**config.mk**
```make
export PLATFORM = sky130hd
export DESIGN_NAME = sdram_pwrup_seq
export DESIGN_NICKNAME = d
export VERILOG_FILES = /design/src/rtl/sdram_init_pkg.sv /design/src/rtl/sdram_rst_sync.sv /design/src/rtl/sdram_gap_timer.sv /design/src/rtl/sdram_cmd_drive.sv /design/src/rtl/sdram_pwrup_seq.sv
export SDC_FILE = /design/constraint.sdc
export NUM_CORES = 1
export LEC_CHECK = 0
export BUFFER_PORTS_ARGS = -buffer_cell sky130_fd_sc_hd__buf_4
export CAP_MARGIN = 10
export CORE_MARGIN = 1
export CORE_UTILIZATION = 35
export CTS_BUF_LIST = sky130_fd_sc_hd__clkbuf_4 sky130_fd_sc_hd__clkbuf_8 sky130_fd_sc_hd__clkbuf_16
export CTS_CLUSTER_DIAMETER = 150
export DETAILED_ROUTE_END_ITERATION = 10
export SLEW_MARGIN = 20
export SYNTH_ARGS = -nofsm -noshare
export SYNTH_HDL_FRONTEND = slang
export SYNTH_HIERARCHICAL = 1
export SYNTH_SLANG_ARGS = --single-unit
export TNS_END_PERCENT = 30
```
**constraint.sdc**
```tcl
create_clock -name clk -period 1.55 [get_ports clk]
set_clock_uncertainty 0.15 [all_clocks]
set_input_delay 0.0775 -clock clk [delete_from_list [all_inputs] [get_ports clk]]
set_output_delay 0.0775 -clock clk [all_outputs]
set_load 0.005 [all_outputs]
```
**src/rtl/sdram_init_pkg.sv**
```systemverilog
package sdram_init_pkg;

  typedef enum logic [2:0] {
    PH_PAUSE,
    PH_PRECHG,
    PH_REFRESH,
    PH_MODESET,
    PH_READY
  } init_phase_e;

  typedef struct packed {
    logic cs_n;
    logic ras_n;
    logic cas_n;
    logic we_n;
  } sdram_cmd_t;

  localparam sdram_cmd_t CMD_NOP = sdram_cmd_t'(4'b0111);
  localparam sdram_cmd_t CMD_PRE = sdram_cmd_t'(4'b0010);
  localparam sdram_cmd_t CMD_REF = sdram_cmd_t'(4'b0001);
  localparam sdram_cmd_t CMD_MRS = sdram_cmd_t'(4'b0000);

endpackage

```
**src/rtl/sdram_rst_sync.sv**
```systemverilog
// Asynchronous assert, synchronous release.
module sdram_rst_sync #(
  parameter int STAGES = 2
) (
  input  logic clk,
  input  logic arst_n,
  output logic srst_n
);

  logic [STAGES-1:0] sync_q;

  always_ff @(posedge clk or negedge arst_n) begin
    if (!arst_n) sync_q <= '0;
    else         sync_q <= {sync_q[STAGES-2:0], 1'b1};
  end

  assign srst_n = sync_q[STAGES-1];

endmodule

```
**src/rtl/sdram_gap_timer.sv**
```systemverilog
// Down counter: loads a value, counts to zero, then holds there.
module sdram_gap_timer #(
  parameter int             CNT_W = 8,
  parameter logic [CNT_W-1:0] INIT = '0
) (
  input  logic             clk,
  input  logic             rst_n,
  input  logic             load,
  input  logic [CNT_W-1:0] load_val,
  output logic             expired
);

  logic [CNT_W-1:0] cnt_q;
  logic [CNT_W-1:0] cnt_d;
  logic             cnt_en;

  always_comb begin
    cnt_en = load | (cnt_q != '0);
    cnt_d  = load ? load_val : (cnt_q - 1'b1);
  end

  always_ff @(posedge clk or negedge rst_n) begin
    if (!rst_n)      cnt_q <= INIT;
    else if (cnt_en) cnt_q <= cnt_d;
  end

  assign expired = (cnt_q == '0);

endmodule

```
**src/rtl/sdram_cmd_drive.sv**
```systemverilog
// Decodes the sequencer phase into command pins and address lines.
module sdram_cmd_drive
  import sdram_init_pkg::*;
#(
  parameter int                ADDR_W    = 12,
  parameter int                BA_W      = 2,
  parameter logic [ADDR_W-1:0] MODE_WORD = '0
) (
  input  init_phase_e       phase,
  input  logic              issue,
  output sdram_cmd_t        cmd,
  output logic [ADDR_W-1:0] addr,
  output logic [BA_W-1:0]   ba
);

  localparam logic [ADDR_W-1:0] ALL_BANKS = {{(ADDR_W-11){1'b0}}, 1'b1, 10'b0};

  always_comb begin
    cmd  = CMD_NOP;
    addr = '0;
    ba   = '0;
    if (issue) begin
      case (phase)
        PH_PRECHG: begin
          cmd  = CMD_PRE;
          addr = ALL_BANKS;
        end
        PH_REFRESH: cmd = CMD_REF;
        PH_MODESET: begin
          cmd  = CMD_MRS;
          addr = MODE_WORD;
        end
        default: cmd = CMD_NOP;
      endcase
    end
  end

endmodule

```
**src/rtl/sdram_pwrup_seq.sv**
```systemverilog
module sdram_pwrup_seq
  import sdram_init_pkg::*;
#(
  parameter int       T_PAUSE    = 20000,
  parameter int       T_RP       = 3,
  parameter int       T_RC       = 7,
  parameter int       T_RSC      = 2,
  parameter int       N_REF      = 8,
  parameter int       ADDR_W     = 12,
  parameter int       BA_W       = 2,
  parameter logic [2:0] BURST_LEN  = 3'b011,
  parameter logic       BURST_TYPE = 1'b0,
  parameter logic [2:0] CAS_LAT    = 3'b011
) (
  input  logic              clk,
  input  logic              rst_n,
  output logic              sd_cs_n,
  output logic              sd_ras_n,
  output logic              sd_cas_n,
  output logic              sd_we_n,
  output logic              sd_cke,
  output logic              sd_dqm,
  output logic [ADDR_W-1:0] sd_addr,
  output logic [BA_W-1:0]   sd_ba,
  output logic              init_done
);

  localparam int T_MAX_A = (T_PAUSE > T_RP) ? T_PAUSE : T_RP;
  localparam int T_MAX_B = (T_RC > T_RSC) ? T_RC : T_RSC;
  localparam int T_MAX   = (T_MAX_A > T_MAX_B) ? T_MAX_A : T_MAX_B;
  localparam int CNT_W   = $clog2(T_MAX + 1);
  localparam int REF_W   = $clog2(N_REF) + 1;
  localparam logic [REF_W-1:0] REF_LAST = REF_W'(N_REF - 1);
  localparam logic [ADDR_W-1:0] MODE_WORD =
    {{(ADDR_W-7){1'b0}}, CAS_LAT, BURST_TYPE, BURST_LEN};

  logic             srst_n;
  init_phase_e      phase_q, phase_d;
  logic             issue_q, issue_d;
  logic [REF_W-1:0] ref_q, ref_d;
  logic             expired;
  logic             tmr_load;
  logic [CNT_W-1:0] tmr_val;
  sdram_cmd_t       cmd;

  sdram_rst_sync #(.STAGES(2)) u_rst_sync (
    .clk    (clk),
    .arst_n (rst_n),
    .srst_n (srst_n)
  );

  sdram_gap_timer #(
    .CNT_W (CNT_W),
    .INIT  (CNT_W'(T_PAUSE - 1))
  ) u_timer (
    .clk      (clk),
    .rst_n    (srst_n),
    .load     (tmr_load),
    .load_val (tmr_val),
    .expired  (expired)
  );

  // Next-state logic: a phase is left only when its gap has run out.
  always_comb begin
    phase_d  = phase_q;
    issue_d  = 1'b0;
    ref_d    = ref_q;
    tmr_load = 1'b0;
    tmr_val  = '0;
    if (expired) begin
      case (phase_q)
        PH_PAUSE: begin
          phase_d  = PH_PRECHG;
          issue_d  = 1'b1;
          tmr_load = 1'b1;
          tmr_val  = CNT_W'(T_RP - 1);
        end
        PH_PRECHG: begin
          phase_d  = PH_REFRESH;
          issue_d  = 1'b1;
          ref_d    = '0;
          tmr_load = 1'b1;
          tmr_val  = CNT_W'(T_RC - 1);
        end
        PH_REFRESH: begin
          issue_d  = 1'b1;
          tmr_load = 1'b1;
          if (ref_q == REF_LAST) begin
            phase_d = PH_MODESET;
            tmr_val = CNT_W'(T_RSC - 1);
          end else begin
            ref_d   = ref_q + 1'b1;
            tmr_val = CNT_W'(T_RC - 1);
          end
        end
        PH_MODESET: phase_d = PH_READY;
        default:    phase_d = PH_READY;
      endcase
    end
  end

  always_ff @(posedge clk or negedge srst_n) begin
    if (!srst_n) begin
      phase_q <= PH_PAUSE;
      issue_q <= 1'b0;
      ref_q   <= '0;
    end else begin
      issue_q <= issue_d;
      if (expired) begin
        phase_q <= phase_d;
        ref_q   <= ref_d;
      end
    end
  end

  sdram_cmd_drive #(
    .ADDR_W    (ADDR_W),
    .BA_W      (BA_W),
    .MODE_WORD (MODE_WORD)
  ) u_drive (
    .phase (phase_q),
    .issue (issue_q),
    .cmd   (cmd),
    .addr  (sd_addr),
    .ba    (sd_ba)
  );

  assign sd_cs_n   = cmd.cs_n;
  assign sd_ras_n  = cmd.ras_n;
  assign sd_cas_n  = cmd.cas_n;
  assign sd_we_n   = cmd.we_n;
  assign sd_cke    = 1'b1;
  assign sd_dqm    = 1'b1;
  assign init_done = (phase_q == PH_READY);

endmodule

```
==> metrics.md <==
| Metric | Value |
|---|---|
| Status | `complete, but fails checks` |
| Failing checks | `negative setup slack` |
| Core area | `4120 µm²` |
| ANT nets after route | `0` |
| Post-synth EDFFs | `0` |
| Nets@finish | `223` |
| Upper clock frequency limit | `0.429 GHz` |
| Synth Area in Compound Gates | `17.1%` |
| Ys async rst share | `100%` |
| Vias | `1318` |
| Clock Tree Buf Depth | `2` |
| IO Count | `23` |
| Part of the Yosys area used for sequential elements | `41.1%` |
| Design area | `2110 µm²` |
| Routed length on met2 | `1.74 mm` |
| M1 WL | `1.62 mm` |
| Dominant cells by area after synthesis | `dfrtp_1 (26%), dfstp_2 (15%), buf_4 (7.8%)` |
| Hpwl dp | `2.44 mm` |
| Avg Cell Area, Syn | `9.80 µm²` |
| Worst setup path class | `flip-flop to flip-flop` |
| XOR/XNOR Fraction of Synth Area | `5.65%` |
| Crit. End Element | `flip-flop` |
| Vias in the first global route | `1329` |
| Kind of start point of the critical path | `flip-flop` |
| Finished Layout Cells | `268` |
| Setup Viol. Count Final | `24` |
| CTS tree | `built` |
| RePlAce Congestion | `0.782` |
| TritonRoute pass-1 iters | `4` |
| Die width | `68.5 µm` |
| Netlist cell types | `50` |
| Synth Flop Type | `dfrtp_1` |
| CTS clk-pin slew, worst paths | `0.10 ns` |
| Multiplexer share of the synthesized area | `1.37%` |
| Combinational family with the most area after synthesis | `simple AND/OR/NAND/NOR gates` |
| First-pass GRT wire length | `5.87 mm` |
| Root buf cell | `clkbuf_8` |
| Max_cap viols | `0` |
| Crit path time final | `2.33 ns` |
| Area leader, netlist | `dfrtp_1` |
| # diodes | `0` |
| DIE AREA | `4700 µm²` |
| CTS buffer count | `3` |
| Final Max Slew Viols | `0` |
| Share of cells above drive strength 1 | `40.4%` |
| # H-tree levels | `1` |
| # rows | `23` |
| WP data arrival | `2.36 ns` |
| Share of the synthesized area in the top cell type | `25.8%` |
| DRT iter0 DRCs | `24` |
| Initial Utilization | `37.6%` |
| PwrDens | `520 nW/µm²` |
| Worst skew pair latency | `0.28 ns` |
| Area growth, synth to finish | `36.0%` |
| Final critical-path setup slack | `-0.779 ns` |
| Clk sink count | `25` |
| Crit-path max FO | `6` |
| Count of buffers from port buffering | `10` |
| Dpl cells | `255` |
| Antenna violations before repair | `0` |
| Met3 wire len | `68 µm` |
| Post-synth top cells | `buf_4 (16), dfrtp_1 (16), nand2_1 (15)` |
| Die Y | `68.5 µm` |
| FF+latch count, synth | `25` |
| Hold/Removal Path Class | `flip-flop to asynchronous set/reset pin` |
| Simple-Gate Fraction of Synth Area | `21.6%` |
| Unrepaired setup endpoints after global routing | `yes` |
| Largest net degree at the start of global routing | `24` |
| Max layer used | `met4` |
| Synth Cell Area | `1550 µm²` |
| DRC errors left | `0` |
| GRT Overall Usage | `16.8%` |
| Crit share post-route | `150%` |
| Hold slack | `0.0814 ns` |
| Leak | `0.000956 µW` |
| Vias per cell | `4.92` |
| Cells after Synth | `158` |
| Overflow after GRT | `0` |
| Ys Warns | `6` |
| Final hold viol count | `0` |
| Dpl ws | `-0.856 ns` |
| Worst vdd ir | `281 µV` |
| Placed Area | `1930 µm²` |
| Final wirelength | `3.47 mm` |
| Post-Synth Adder-Cell Area | `1.62%` |
| Filler cell count | `369` |
| WL/cell | `12.9 µm` |
| Required @ worst endpoint | `1.58 ns` |
-- worst paths after layout --
check / slack [ns] / cells past startpoint / start / to
worst max-delay path: -0.78 / 8 / u_timer/cnt_q[1] / ref_q[3]
worst min-delay path: 0.08 / 1 / u_rst_sync/sync_q[1] / ref_q[1]
worst max register to register: -0.78 / 8 / u_timer/cnt_q[1] / ref_q[3]
worst min register to register: 0.08 / 1 / u_rst_sync/sync_q[1] / ref_q[1]
max in group asynchronous: 0.65 / 3 / rst_n / u_rst_sync/sync_q[0]
min in group clk: 0.21 / 0 / u_rst_sync/sync_q[0] / u_rst_sync/sync_q[1]
-- critical path, stage by stage, from the launching register on --
cell and delay (ns):
dfstp_2 0.38, inv_2 0.06, ha_4 0.12, or4b_4 0.48, nor4b_4 0.25, buf_4 0.19, nand4bb_1 0.14, a22o_1 0.26
a22o_1 0.21
-- metrics by stage --
stage / total power (µW) / utilization, % / TNS [ns]
after floorplan: 708 / - / -26.51
after global placement: 694 / 46.9 / -16.12
after detailed placement: 695 / 46.9 / -17.10
after CTS: 1110 / 50.8 / -15.98
after global routing: 1140 / 51.2 / -18.56
final: 1090 / 51.2 / -15.99
-- layer usage --
layer | up-vias | global-route usage [%]
li1 | 649 | -
met1 | 645 | 21.0
met2 | 19 | 29.4
met3 | 5 | 1.97
met4 | 0 | 6.25
met5 | - | 0
-- layout by cell type, fill, tap and decap left out, types with 2 or more instances in the layout --
cell | Yosys | final
a211o_1 | 2 | 2
a22o_1 | 10 | 10
buf_4 | 16 | 49
buf_6 | 0 | 5
clkbuf_8 | 0 | 3
conb_1 | 4 | 25
dfrtp_1 | 16 | 15
dfstp_2 | 9 | 9
dlygate4sd3_1 | 0 | 2
inv_1 | 6 | 4
inv_2 | 0 | 2
nand2_1 | 15 | 15
nand3_1 | 2 | 2
nand3b_1 | 2 | 2
nor2_1 | 6 | 6
nor3_1 | 5 | 5
o21ai_0 | 5 | 4
o21ai_1 | 2 | 3
o31ai_1 | 4 | 3
or3_1 | 2 | 2
or4_1 | 4 | 2
or4_4 | 0 | 2
xnor2_1 | 2 | 2
xor2_1 | 8 | 8
-- flip-flops by register name, indices dropped and copies added (netlist names) --
signal	cells
ref_q	4
issue_q	1
u_timer/cnt_q	15
u_rst_sync/sync_q	2
phase_q	3
-- kinds of logic after synthesis --
kind of cell / Yosys count
buffers and inverters: 27
AND/OR/NAND/NOR: 52
XOR/XNOR: 10
AO/OA/AOI/OAI: 36
flip-flops: 25
other: 4
multiplexers: 2
adder cells (fa/ha/maj): 2
-- report_power, final --
group / total (µW) / leakage [µW] / switching (µW) / internal (µW)
Combinational: 31.6 / 0.000660 / 25.0 / 6.64
Clock: 407 / 0.0000255 / 226 / 180
Sequential: 656 / 0.000270 / 0.646 / 656
-- final cells by class --
cell class | instances | area, µm² | area share (%)
flip-flops and latches | 25 | 638 | 30.3
well taps | 50 | 62.6 | 2.97
clock inverters | 1 | 5.00 | 0.238
clock buffers | 3 | 41.3 | 1.96
inverters | 6 | 22.5 | 1.07
multi-input cells | 127 | 893 | 42.4
repair buffers | 56 | 444 | 21.1
-- what timing repair did --
item                       4_1_cts  5_1_grt
buffers inserted                 6        1
hold buffers                     2        0
pin swaps                        7        0
setup endpoints to repair       28       30
resized for setup               12        3
hold endpoints to repair         2        0
Note: power is estimated with default switching activity, not from simulation.
